<file path="src/rtl/mand_pkg.sv">
package mand_pkg;
   localparam int unsigned NSH = 4;
   typedef enum logic {STAGE_WIRE = 1'b0, STAGE_FLOP = 1'b1} stage_kind_e;
endpackage

</file>
<file path="src/rtl/mand_core.sv">
module mand_core
   import mand_pkg::*;
#(
   parameter int unsigned W = 1
) (
   input  logic [NSH*W-1:0] a_sh,
   input  logic [NSH*W-1:0] b_sh,
   output logic [NSH*W-1:0] c_sh
);
   logic [W-1:0] a [NSH];
   logic [W-1:0] b [NSH];
   logic [W-1:0] c [NSH];

   for (genvar k = 0; k < NSH; k++) begin : g_split
      assign a[k] = a_sh[k*W +: W];
      assign b[k] = b_sh[k*W +: W];
      assign c_sh[k*W +: W] = c[k];
   end

   always_comb begin
      c[0] = ((a[2] ^ a[3]) & (b[1] ^ b[2])) ^ b[1] ^ b[2] ^ b[3] ^ a[1] ^ a[2] ^ a[3];
      c[1] = ((a[0] ^ a[2]) & (b[0] ^ b[3])) ^ b[0] ^ b[2] ^ b[3] ^ a[0] ^ a[2] ^ a[3];
      c[2] = ((a[1] ^ a[3]) & (b[0] ^ b[3])) ^ b[1] ^ a[1];
      c[3] = ((a[0] ^ a[1]) & (b[1] ^ b[2])) ^ b[0] ^ a[0];
   end
endmodule

</file>
<file path="src/rtl/mand_stage.sv">
module mand_stage
   import mand_pkg::*;
#(
   parameter int unsigned DW   = 4,
   parameter stage_kind_e KIND = STAGE_FLOP
) (
   input  logic          clk,
   input  logic          rst,
   input  logic [DW-1:0] d,
   output logic [DW-1:0] q
);
   if (KIND == STAGE_FLOP) begin : g_flop
      always_ff @(posedge clk) begin
         if (rst) q <= '0;
         else     q <= d;
      end
   end else begin : g_wire
      logic unused_ok;
      assign unused_ok = clk ^ rst;
      assign q = d;
   end
endmodule

</file>
<file path="src/rtl/mand_chain.sv">
module mand_chain
   import mand_pkg::*;
#(
   parameter int unsigned W       = 1,
   parameter bit          MID_REG = 1'b1,
   parameter bit          OUT_REG = 1'b1
) (
   input  logic             clk,
   input  logic             rst,
   input  logic [4*W-1:0]   x_sh,
   input  logic [4*W-1:0]   y_sh,
   input  logic [4*W-1:0]   u_sh,
   output logic [4*W-1:0]   z_sh,
   output logic [4*W-1:0]   v_sh
);
   localparam int unsigned   SW       = NSH * W;
   localparam stage_kind_e   MID_KIND = MID_REG ? STAGE_FLOP : STAGE_WIRE;
   localparam stage_kind_e   OUT_KIND = OUT_REG ? STAGE_FLOP : STAGE_WIRE;

   if (W < 1) begin : g_bad_w
      $error("mand_chain: W must be at least 1");
   end
   if (NSH != 4) begin : g_bad_nsh
      $error("mand_chain: share equations need exactly four shares");
   end

   logic [SW-1:0] g1_out;
   logic [SW-1:0] u_dly;
   logic [SW-1:0] g2_out;

   mand_core #(.W(W)) u_gate1 (
      .a_sh (x_sh),
      .b_sh (y_sh),
      .c_sh (g1_out)
   );

   mand_stage #(.DW(SW), .KIND(MID_KIND)) u_mid_z (
      .clk (clk),
      .rst (rst),
      .d   (g1_out),
      .q   (z_sh)
   );

   mand_stage #(.DW(SW), .KIND(MID_KIND)) u_mid_u (
      .clk (clk),
      .rst (rst),
      .d   (u_sh),
      .q   (u_dly)
   );

   mand_core #(.W(W)) u_gate2 (
      .a_sh (z_sh),
      .b_sh (u_dly),
      .c_sh (g2_out)
   );

   mand_stage #(.DW(SW), .KIND(OUT_KIND)) u_out (
      .clk (clk),
      .rst (rst),
      .d   (g2_out),
      .q   (v_sh)
   );
endmodule

</file>
<file path="config.mk">
export PLATFORM = sky130hd
export DESIGN_NAME = mand_chain
export DESIGN_NICKNAME = d
export VERILOG_FILES = /design/src/rtl/mand_pkg.sv /design/src/rtl/mand_core.sv /design/src/rtl/mand_stage.sv /design/src/rtl/mand_chain.sv
export SDC_FILE = /design/constraint.sdc
export NUM_CORES = 1
export LEC_CHECK = 0
export BUFFER_PORTS_ARGS = -buffer_cell sky130_fd_sc_hd__clkbuf_2
export CAP_MARGIN = 20
export CORE_MARGIN = 2
export CORE_UTILIZATION = 40
export DETAILED_ROUTE_END_ITERATION = 6
export GPL_TIMING_DRIVEN = 0
export PLACE_DENSITY = 0.65
export SLEW_MARGIN = 20
export SYNTH_ARGS = -nofsm -noshare
export SYNTH_HDL_FRONTEND = slang
export SYNTH_SLANG_ARGS = --single-unit
</file>
<file path="constraint.sdc">
create_clock -name clk -period 1.8 [get_ports clk]
set_clock_uncertainty 0.1 [all_clocks]
set_input_delay 0.18 -clock clk [delete_from_list [all_inputs] [get_ports clk]]
set_output_delay 0.18 -clock clk [all_outputs]
set_load 0.1 [all_outputs]
</file>
==> reports/results.ini <==
[timing]
clock.fmax_mhz=696
max-slew-margin-rel_pct=64.1
final_min_period_over_clock_period_pct=79.8
worstMarginPinSlew_ps=541
rsz_0062_raised_after_global_routing=no
setup_total_negative_slack_ps=0
report.final.slew_viol_count=0
final-hold-violation-count=0
timing.final.setup_violations=0
hold-worst-slack_ps=23.2
timing.final.crit_period_ps=1440

[setup_path]
critical_path_cell_count=1
critical_path_peak_fanout=6
critPathCaptureType=output pin
timing.critical_path.arrival_ps=1160
family_of_cells_with_the_greatest_summed_delay_on_the_critical_path=buffers and inverters
cells_traversed_along_the_worst_timing_path=clkbuf_2
worst-endpoint-required_ps=1520
reg2regPathDepth=3
crit_type=register to output pin
critical_path_source_type=register
critical_path.slowest_cell=sky130_fd_sc_hd__clkbuf_2
worstPathBufferInverterCount=1
crit_path_max_incr_delay_ps=490

[global_route]
grt_overflow=0
grt_start_max_net_pins=11
grt_pass1_wl_um=2070
vias_in_the_first_global_route=516
grtUsageTotal_pct=15.0
grt_antenna_before_repair=0

[cells_and_area]
final_cells=107
final_nets=107
most_common_cell_after_layout_fill_and_taps_aside=sky130_fd_sc_hd__clkbuf_2
areaGrowthSynthToFinish_pct=23.7
utilization_pct=52.5
final.fill_count=152
final_layout_size_suffix_gt1_share_pct=36.3
layout.cell_area.non_filler_um2=791
insertedDiodeCount=0
layout_common_cells=22 x sky130_fd_sc_hd__clkbuf_2, 9 x sky130_fd_sc_hd__dfxtp_1, 8 x sky130_fd_sc_hd__nor3b_1, 8 x sky130_fd_sc_hd__xor2_1

[clock_tree]
cts.sinks=12
cts-root-to-sink-buffers=2
clk_transition_reported_paths_ps=70
number_of_buffers_created_by_cts=3
clock-root-buffer=sky130_fd_sc_hd__clkbuf_4
post_cts_hold_buffer_count=0
clock_tree.htree_level_count=1
insertion_delay_ps=260
cts_post_setup_buffers_inserted=0
post_cts.resized_instances=0
tritoncts_clock_tree=yes

[drt]
drt-initial-drc-count=3
post_drt_wl_per_cell_um=11.3
route.detailed.vias_per_inst=5.29
detail_route.drc_violations=0
finalWirelength_um=1210
routed-via-count=566
dr_pass1_iterations=2
antenna_violating_nets_post_route=0

[power]
powerDensity_nw_per_um2=982
leakage_uw=0.000358
ir_drop_uv=312

[synthesis]
post_synth_mux_area_share_pct=0
syn_inst=67
postSynthRegisterBits=12
number_of_distinct_library_cells_after_synthesis=15
synth_top_family_by_area=simple AND/OR/NAND/NOR gates
mean_instance_size_in_the_synthesized_netlist_um2=9.54
synthSimpleGateAreaFrac_pct=36.0
synth_nets=81
synth_compound_area_share_pct=7.83
seq_area_frac_synth_pct=37.6
synth.cell_area_um2=639
synth_adder_area_share_pct=0
ys_warn_count=0
yosys.area_share.xor_xnor_pct=16.4

[floorplanning]
die_w_um=44.0
fp.dieH_um=44.0
initial_core_util_pct=42.4
core_area_um2=1510
placementRows=14
top_level_ports=22
die_area_um2=1930

[run_status]
run_status=finished, final reports clean

[min_path]
hold_path_class=primary input to register
number_of_cells_traversed_by_the_worst_hold_path=2

[placement]
place.port_buffers=21
numPlacedInstances=104
placer_s_final_routability_congestion_estimate=0.690
detailed_place.area_um2=768

[job]
max_cap_viol_count=0

area by class of cell:
type,instances,area (um2),share of cell area (%)
flip-flops and latches,12,244,30.9
plain buffers,2,10.0,1.27
clock buffers,3,22.5,2.85
well taps,16,20.0,2.53
repair buffers,21,105,13.3
inverters,1,3.75,0.475
multi-input cells,52,385,48.7
cells by family after synthesis:
logic type,Yosys count
buf+inv,3
xor+xnor,12
simple gates,32
flops,12
compound gates,8
layer usage:
layer | up-vias | share of wire, % | GRT usage, %
met5 | - | 0 | 0
met4 | 0 | 2.2 | 12.7
met3 | 2 | 4.0 | 1.25
met2 | 15 | 55 | 27.4
met1 | 251 | 39 | 15.1
li1 | 298 | - | -
path summary, 6_finish.rpt:
kind | endpoint | slack (ps) | from
min | u_mid_u.q[1] | 20 | u_sh[1]
max | z_sh[1] | 360 | u_mid_z.q[1]
max reg2reg | u_out.q[3] | 390 | u_mid_u.q[1]
min reg2reg | u_out.q[3] | 490 | u_mid_z.q[0]
per-stage QoR:
step / power (uW) / setup WS [ps]
finish: 777 / 363
global route: 815 / 290
CTS: 786 / 348
detailed placement: 632 / 408
global placement: 628 / 423
floorplan: 572 / 39.1
registers in the layout (all words and copies together), names as in the netlist:
name       flops
u_mid_u.q      4
u_out.q        4
u_mid_z.q      4
Yosys cell counts, drive strengths merged:
library cell | count | area (um2)
nor3b | 8 | 60.1
or4 | 4 | 30.0
clkbuf | 1 | 5.00
inv | 1 | 3.75
nand3 | 4 | 20.0
xor2 | 8 | 70.1
o211ai | 4 | 30.0
nor2b | 4 | 25.0
buf | 1 | 5.00
dfxtp | 12 | 240
xnor2 | 4 | 35.0
nand2 | 4 | 15.0
o21ai | 4 | 20.0
or4b | 8 | 80.1
power breakdown:
| group | leakage, uW | internal, uW | switching [uW] |
|---|---|---|---|
| Combinational | 0.000243 | 69.8 | 236 |
| Clock | 0.0000138 | 77.1 | 76.6 |
| Sequential | 0.000101 | 296 | 20.8 |
Note: power is estimated with default switching activity, not from simulation.
